**config.mk**
```make
export PLATFORM = sky130hd
export DESIGN_NAME = dma_req_arbiter
export DESIGN_NICKNAME = d
export VERILOG_FILES = /design/src/rtl/dma_arb_pkg.sv /design/src/rtl/dma_unit_counter.sv /design/src/rtl/dma_prio_pick.sv /design/src/rtl/dma_req_arbiter.sv
export SDC_FILE = /design/constraint.sdc
export NUM_CORES = 1
export LEC_CHECK = 0
export ABC_AREA = 1
export CAP_MARGIN = 20
export CELL_PAD_IN_SITES_DETAIL_PLACEMENT = 0
export CELL_PAD_IN_SITES_GLOBAL_PLACEMENT = 1
export CORE_UTILIZATION = 45
export CTS_BUF_LIST = sky130_fd_sc_hd__clkbuf_8
export CTS_CLUSTER_SIZE = 12
export DETAILED_ROUTE_END_ITERATION = 7
export PLACE_DENSITY_LB_ADDON = 0.15
export SLEW_MARGIN = 20
export SYNTH_ARGS = -nofsm -noshare
export SYNTH_HDL_FRONTEND = slang
export SYNTH_HIERARCHICAL = 1
export SYNTH_SLANG_ARGS = --single-unit
```
**constraint.sdc**
```tcl
create_clock -name clk -period 3.7 [get_ports clk]
set_input_delay 0.37 -clock clk [delete_from_list [all_inputs] [get_ports clk]]
set_output_delay 0.37 -clock clk [all_outputs]
set_load 0.02 [all_outputs]
```
**src/rtl/dma_arb_pkg.sv**
```systemverilog
package dma_arb_pkg;
  localparam int unsigned NUM_CH  = 4;
  localparam int unsigned CNT_W   = 16;
  localparam int unsigned CH_IDXW = $clog2(NUM_CH);
endpackage

```
**src/rtl/dma_unit_counter.sv**
```systemverilog
module dma_unit_counter #(
  parameter int unsigned CW = 16
) (
  input  logic          clk,
  input  logic          rst_n,
  input  logic          load,
  input  logic [CW-1:0] load_val,
  input  logic          dec,
  output logic          armed,
  output logic          on_last,
  output logic          tc_pulse
);
  logic [CW-1:0] units;

  always_ff @(posedge clk) begin
    if (!rst_n) begin
      units    <= '0;
      tc_pulse <= 1'b0;
    end else begin
      tc_pulse <= 1'b0;
      if (load) begin
        units <= load_val;
      end else if (dec && units != '0) begin
        units <= units - 1'b1;
        if (units == CW'(1)) tc_pulse <= 1'b1;
      end
    end
  end

  assign armed   = (units != '0);
  assign on_last = (units == CW'(1));
endmodule

```
**src/rtl/dma_prio_pick.sv**
```systemverilog
module dma_prio_pick #(
  parameter int unsigned N  = 4,
  parameter int unsigned IW = 2
) (
  input  logic [N-1:0]  vec,
  output logic          hit,
  output logic [IW-1:0] idx
);
  always_comb begin
    hit = 1'b0;
    idx = '0;
    for (int i = N - 1; i >= 0; i--) begin
      if (vec[i]) begin
        hit = 1'b1;
        idx = IW'(i);
      end
    end
  end
endmodule

```
**src/rtl/dma_req_arbiter.sv**
```systemverilog
module dma_req_arbiter
  import dma_arb_pkg::*;
#(
  parameter int unsigned NCH = NUM_CH,
  parameter int unsigned CW  = CNT_W
) (
  input  logic           clk,
  input  logic           rst_n,
  input  logic [NCH-1:0] req,
  input  logic [NCH-1:0] mode,
  input  logic [NCH-1:0] cfg_load,
  input  logic [CW-1:0]  cfg_count,
  input  logic           unit_done,
  output logic [NCH:0]   grant,
  output logic [NCH-1:0] tc
);
  localparam int unsigned IW = (NCH > 1) ? $clog2(NCH) : 1;

  logic           owner_vld;
  logic [IW-1:0]  owner_idx;
  logic [NCH-1:0] req_q, late_mask, rise;
  logic           late_win;
  logic [NCH-1:0] armed, on_last, dec, ld_ok, elig, late_cand;
  logic           late_hit, any_hit;
  logic [IW-1:0]  late_idx, any_idx;
  logic           fin, cur_last, cur_blk;

  for (genvar k = 0; k < NCH; k++) begin : g_ch
    assign dec[k]   = owner_vld && unit_done && (owner_idx == IW'(k));
    assign ld_ok[k] = cfg_load[k] && !(owner_vld && (owner_idx == IW'(k)));
    dma_unit_counter #(.CW(CW)) u_ctr (
      .clk      (clk),
      .rst_n    (rst_n),
      .load     (ld_ok[k]),
      .load_val (cfg_count),
      .dec      (dec[k]),
      .armed    (armed[k]),
      .on_last  (on_last[k]),
      .tc_pulse (tc[k])
    );
  end

  assign fin       = owner_vld && unit_done;
  assign cur_last  = on_last[owner_idx];
  assign cur_blk   = mode[owner_idx];
  assign rise      = req & ~req_q;
  assign elig      = req & armed;
  assign late_cand = late_win ? ((late_mask | rise) & elig) : '0;

  dma_prio_pick #(.N(NCH), .IW(IW)) u_pick_late (
    .vec (late_cand), .hit (late_hit), .idx (late_idx)
  );
  dma_prio_pick #(.N(NCH), .IW(IW)) u_pick_any (
    .vec (elig), .hit (any_hit), .idx (any_idx)
  );

  always_ff @(posedge clk) begin
    if (!rst_n) begin
      owner_vld <= 1'b0;
      owner_idx <= '0;
      req_q     <= '0;
      late_win  <= 1'b0;
      late_mask <= '0;
    end else begin
      req_q     <= req;
      late_win  <= 1'b0;
      late_mask <= '0;
      if (owner_vld) begin
        if (fin && (cur_last || !cur_blk)) owner_vld <= 1'b0;
        if (fin && !cur_blk) begin
          late_win  <= 1'b1;
          late_mask <= rise;
        end
      end else if (any_hit) begin
        owner_vld <= 1'b1;
        owner_idx <= late_hit ? late_idx : any_idx;
      end
    end
  end

  always_comb begin
    grant = '0;
    if (owner_vld) grant[int'(owner_idx) + 1] = 1'b1;
    else           grant[0] = 1'b1;
  end
endmodule

```
=== Yosys cells after proc, flatten, opt, wreduce, memory -nomap -nowiden ===
Index checks and enable logic that the tools add are counted.

* Flip-flop bits (word level): 80
* Bits of input ports: 31
* Word-level logic and storage cells: 123
* Output and inout bits: 9

* Add/sub/neg operators: 5
* Reduce and logical (&&, ||, !) cells: 42
* Mux-type cells: 42
* Bitwise operators: 11
* Eq/ne operators: 7
* Magnitude comparators: 3

{| class="wikitable"
|+ Operators with widths
! operator !! number
|-
| $mux W16 || 8
|-
| $eq A16 B1 Y1 const B || 4
|-
| $reduce_bool A16 Y1 || 4
|-
| $sub A16 B1 Y16 const B || 4
|-
| $logic_and A1 B1 Y1 || 20
|-
| $mux W1 || 20
|-
| $mux W2 || 9
|-
| $and A4 B4 Y4 || 3
|-
| $reduce_or A3 Y1 || 4
|-
| $mux W4 || 2
|-
| $reduce_bool A2 Y1 || 4
|-
| $not A1 Y1 || 6
|-
| $logic_not A1 Y1 || 5
|-
| $bmux W1 S2 || 2
|-
| $eq A2 B2 Y1 const B || 2
|-
| $lt A3 B4 Y1 const B || 1
|-
| $not A4 Y4 || 1
|-
| $or A4 B4 Y4 || 1
|-
| $reduce_and A2 Y1 || 2
|-
| $add A2 B1 Y3 const B || 1
|-
| $demux W1 S3 || 1
|-
| $ge A3 B1 Y1 const B || 1
|-
| $lt A2 B3 Y1 const B || 1
|-
| $reduce_and A3 Y1 || 1
|-
| 3 further kinds || 3
|}

=== Logic depth before layout (Yosys ltp) ===
* Depth in word-level cells: 10
* Mapped depth: 15
* Gate-level depth less buffers: 15

=== By module ===
The synthesis kept the hierarchy.

{| class="wikitable"
|+ Modules (own cells, without submodules)
! module !! cells each !! instances !! sequential area each (um^2) !! area an instance (um^2)
|-
| dma_unit_counter || 199 || 4 || 340.3 || 1211.2
|-
| dma_req_arbiter || 109 || 1 || 240.2 || 689.4
|-
| dma_prio_pick || 8 || 2 || 0.0 || 36.3
|}

=== Worst setup path before layout ===
Ideal clock, no wire load.

* Path type: reg2reg
* Start: reg owner_vld
* End: reg g_ch[0].u_ctr.units[3]
* Path slack: 1.688 ns
* Arrival: 1.934 ns
* Period minus slack after synthesis: 2.012 ns
* Library setup time: 0.078 ns
* Cell stages (with the launch flop): 10
* Buffers on the path: 3
* Cells stage by stage: dfxtp_1 -> clkinv_1 -> nor2_1 -> nor2_1 -> buf_2 -> inv_1 -> buf_2 -> buf_2 -> o21ai_0 -> nor3_1

* Longest elaborated chain between the ends: 4
* Elaborated cells between the ends (all ways): 8
* Classes of those cells: mux: 1; reduce/logical: 7

{| class="wikitable"
|+ RTL lines
! element !! RTL line !! source
|-
| from (decl) || dma_req_arbiter.sv:19 || <nowiki>logic owner_vld;</nowiki>
|-
| from (signal assigned) || dma_req_arbiter.sv:59 || <nowiki>owner_vld <= 1'b0;</nowiki>
|-
| from (signal assigned) || dma_req_arbiter.sv:69 || <nowiki>if (fin && (cur_last || !cur_blk)) owner_vld <= 1'b0;</nowiki>
|-
| from (signal assigned) || dma_req_arbiter.sv:75 || <nowiki>owner_vld <= 1'b1;</nowiki>
|-
| $logic_and A1 B1 Y1 (*) || dma_req_arbiter.sv:30 || <nowiki>assign ld_ok[k] = cfg_load[k] && !(owner_vld && (owner_idx == IW'(k)));</nowiki>
|-
| $logic_not A1 Y1 (*) || dma_req_arbiter.sv:30 ||
|-
| $logic_and A1 B1 Y1 (*) || dma_req_arbiter.sv:30 ||
|-
| net ld_ok[0] || dma_req_arbiter.sv:23 || <nowiki>logic [NCH-1:0] armed, on_last, dec, ld_ok, elig, late_cand;</nowiki>
|-
| $mux W16 or $reduce_bool A2 Y1 (tied branches) || n/a ||
|-
| to (signal assigned) || dma_unit_counter.sv:22 || <nowiki>units <= load_val;</nowiki>
|-
| to (signal assigned) || dma_unit_counter.sv:24 || <nowiki>units <= units - 1'b1;</nowiki>
|-
| to (decl) || dma_unit_counter.sv:13 || <nowiki>logic [CW-1:0] units;</nowiki>
|}

Mark *: on every way through the listed nets, which the timed path passes. The rest lies on a longest branch.
A chain may end at the register's enable or synchronous reset.

=== Worst setup path after layout ===
* Start: reg owner_idx[0]
* End: reg g_ch[1].u_ctr.units[10]

* Longest elaborated chain between the ends: 5
* Elaborated cells between the ends (all ways): 8
* Classes of those cells: eq/ne: 1; mux: 1; reduce/logical: 6

{| class="wikitable"
|+ RTL lines
! element !! RTL line !! source
|-
| from (decl) || dma_req_arbiter.sv:20 || <nowiki>logic [IW-1:0] owner_idx;</nowiki>
|-
| from (signal assigned) || dma_req_arbiter.sv:76 || <nowiki>owner_idx <= late_hit ? late_idx : any_idx;</nowiki>
|-
| $eq A2 B1 Y1 (*) || dma_req_arbiter.sv:30 ||
|-
| $logic_and A1 B1 Y1 (*) || dma_req_arbiter.sv:30 ||
|-
| $logic_not A1 Y1 (*) || dma_req_arbiter.sv:30 ||
|-
| $logic_and A1 B1 Y1 (*) || dma_req_arbiter.sv:30 ||
|-
| net ld_ok[1] || dma_req_arbiter.sv:23 ||
|-
| $mux W16 or $reduce_bool A2 Y1 (tied branches) || n/a ||
|-
| to (signal assigned) || dma_unit_counter.sv:22 ||
|-
| to (signal assigned) || dma_unit_counter.sv:24 ||
|-
| to (decl) || dma_unit_counter.sv:13 ||
|}

Marks and branches as above.

==> results.md <==
* Status: finished clean
* Top-level I/O count at 40
* Synth top area share at 28.6%
* Die width at 114 µm
* Max Cap Viol at 0
* First-pass GRT wire length at 26.4 mm
* Final setup vio count at 0
* Total clock sinks at 80
* Synth cell types at 32
* Post-synth EDFFs at 0
* Layout cell share with drive strength beyond 1 at 7.91%
* Syn nets at 960
* Clock-pin slew on the worst setup and hold paths at 0.09 ns
* Seq/Total Area, Yosys at 28.6%
* CTS Buf Count at 9
* TritonRoute pass-1 iters at 7
* Hold_buf cts at 0
* Vias per inst at 5.19
* Crit path time final at 2.52 ns
* Largest area contributor in the netlist: dfxtp_1
* Clock latency on the worst-skew pair at 0.38 ns
* TNS Setup at 0 ns
* Fin. Hold Viols at 0
* I/O Buffers at 39
* CTS tree: yes
* Initial Utilization at 46.5%
* CTS max path bufs at 2
* Site row count at 40
* Most used DFF post-synth: dfxtp_1
* Final Routed Wirelength at 16.5 mm
* Post-synthesis cell area at 5610 µm²
* Worst-Margin Slew at 0.727 ns
* Die height at 114 µm
* Post-CTS sizing at 0
* Worst EP arrival at 2.84 ns
* Register bit total from synthesis at 80
* Clock root buffer: clkbuf_8
* Startpoint types: register
* Post-CTS setup buffers at 0
* Synthesis-to-finish area growth at 10.8%
* Min-delay worst type: register to register
* Initial antenna violation count at 1
* HPWL Detailed at 11.8 mm
* Residual DRC at 0
* Kind of critical path: register to register
* Synth area leaders: dfxtp_1 29%, nand2_1 18%, nor2_1 10%
* Commonest non-fill, non-tap cell in the layout: nand2_1
* F_max at 396 MHz
* Grt total ovfl at 0
* Multi-input combinational cell area at 3450 µm²
* Via count at 5797
* Max Slew Vio Count at 0
* Largest net degree at the start of global routing at 31
* Number of global-route vias before repair at 5454
* Gp weighted congestion at 0.922
* VDD IR max at 0.321 mV
* Post-synthesis async set-or-reset flop share at 0%
* Final period util at 68.2%
* Die area at 12900 µm²
* Total of fill cells in the finished design at 1301
* Max_slew headroom at 51.5%
* Worst setup EP type: register
* Yosys Warn Count at 6
* Clock Skew at 0.00545 ns
* Nets@finish at 982
* Syn_area_per_cell at 6.09 µm²
* Synthesized netlist cell count at 921
* Pwr/cell area at 425 nW/µm²
* Leak at 0.00285 µW
* WP data required at 4.02 ns
* Commonest cells after routing, fill and taps aside: 268 x nand2_1, 152 x nor2_1, 91 x nand3_1, 89 x inv_1, 80 x dfxtp_1
* Total power at 2640 µW
* Detail Route Antenna Nets at 0
* Wirelength per Cell at 14.7 µm
* Global Route Usage Sum at 26.6%
* Core area at 12100 µm²
* Reg area at 1600 µm²
* RSZ-0062 raised after global routing: no
* 1st-iter DRT viols at 384
* H-tree levels at 3
* Worst Path Max Fanout at 20
## sequential cells by signal, summed over array words and instances (netlist names)
| register | count |
|---|---|
| g_ch.u_ctr/tc_pulse | 4 |
| g_ch.u_ctr/units | 64 |
| late_mask | 4 |
| late_win | 1 |
| owner_idx | 2 |
| owner_vld | 1 |
| req_q | 4 |
## power breakdown
| part | leakage, µW | total (µW) | switching [µW] | internal (µW) |
|---|---|---|---|---|
| combinational | 0.00207 | 881 | 571 | 311 |
| clock | 0.000120 | 735 | 344 | 391 |
| sequential | 0.000659 | 1030 | 93.7 | 934 |
## through the flow
step	cell area [µm²]	hold slack (ns)	std cells	worst slack [ns]	util [%]
after global placement	6000	0.475	1100	1.14	49.7
after detailed placement	6000	0.480	1100	1.10	49.7
after global routing	6210	0.534	1116	0.899	51.5
final	6210	0.490	1117	1.18	51.5
after floorplan	5610	0.463	921	1.69	-
after CTS	6210	0.491	1116	1.20	51.5
## synth_stat cells, types with 9 or more instances
cell     number
a21oi_1      40
buf_2        16
dfxtp_1      80
inv_1        86
nand2_1     268
nand2_2      12
nand2_4       9
nand3_1      91
nor2_1      152
nor2_2       16
nor3_1       18
o21ai_0      50
xnor2_1      16
## worst max-delay path, cell delays in order (launching register included)
cell,delay (ns)
dfxtp_1,0.56
nand2_1,0.15
o21ai_0,0.16
inv_1,0.28
inv_1,0.61
nand3_1,0.36
a21oi_1,0.21
nor2_1,0.06
nor2_1,0.07
## logic make-up after synthesis
family,synth area share (%)
AO/OA/AOI/OAI,11.4
AND/OR/NAND/NOR,45.2
adder cells (fa/ha/maj),1.79
flip-flops,28.6
buffers and inverters,9.91
XOR/XNOR,3.12
## routing by layer
layer	track usage (%)	vias to the layer above	part of all wire (%)	wire, µm
met5	0	-	0	0
met4	10.9	0	3.2	529
met3	6.00	28	5.0	826
met2	43.0	153	44	7240
met1	34.1	2662	48	7870
li1	-	2954	-	-
## final timing paths
path | end | from | depth (start not counted) | slack [ns]
max | g_ch[1].u_ctr/units[10]$_SDFFE_PN0P_ | owner_idx[0]$_SDFFE_PN0P_ | 8 | 1.18
min | late_mask[2]$_SDFF_PN0_ | req_q[2]$_SDFF_PN0_ | 3 | 0.49
max reg2reg | g_ch[1].u_ctr/units[10]$_SDFFE_PN0P_ | owner_idx[0]$_SDFFE_PN0P_ | 8 | 1.18
min reg2reg | late_mask[2]$_SDFF_PN0_ | req_q[2]$_SDFF_PN0_ | 3 | 0.49
## final cells by class
type / count / area share (%)
repair buffers: 41 / 6.44
well taps: 168 / 3.38
inverters: 89 / 5.42
multi-input cells: 722 / 55.5
diodes: 1 / 0.0403
flip-flops and latches: 80 / 25.8
clock buffers: 10 / 2.21
clock inverters: 6 / 1.23
Power figures use the tool's default switching activity.
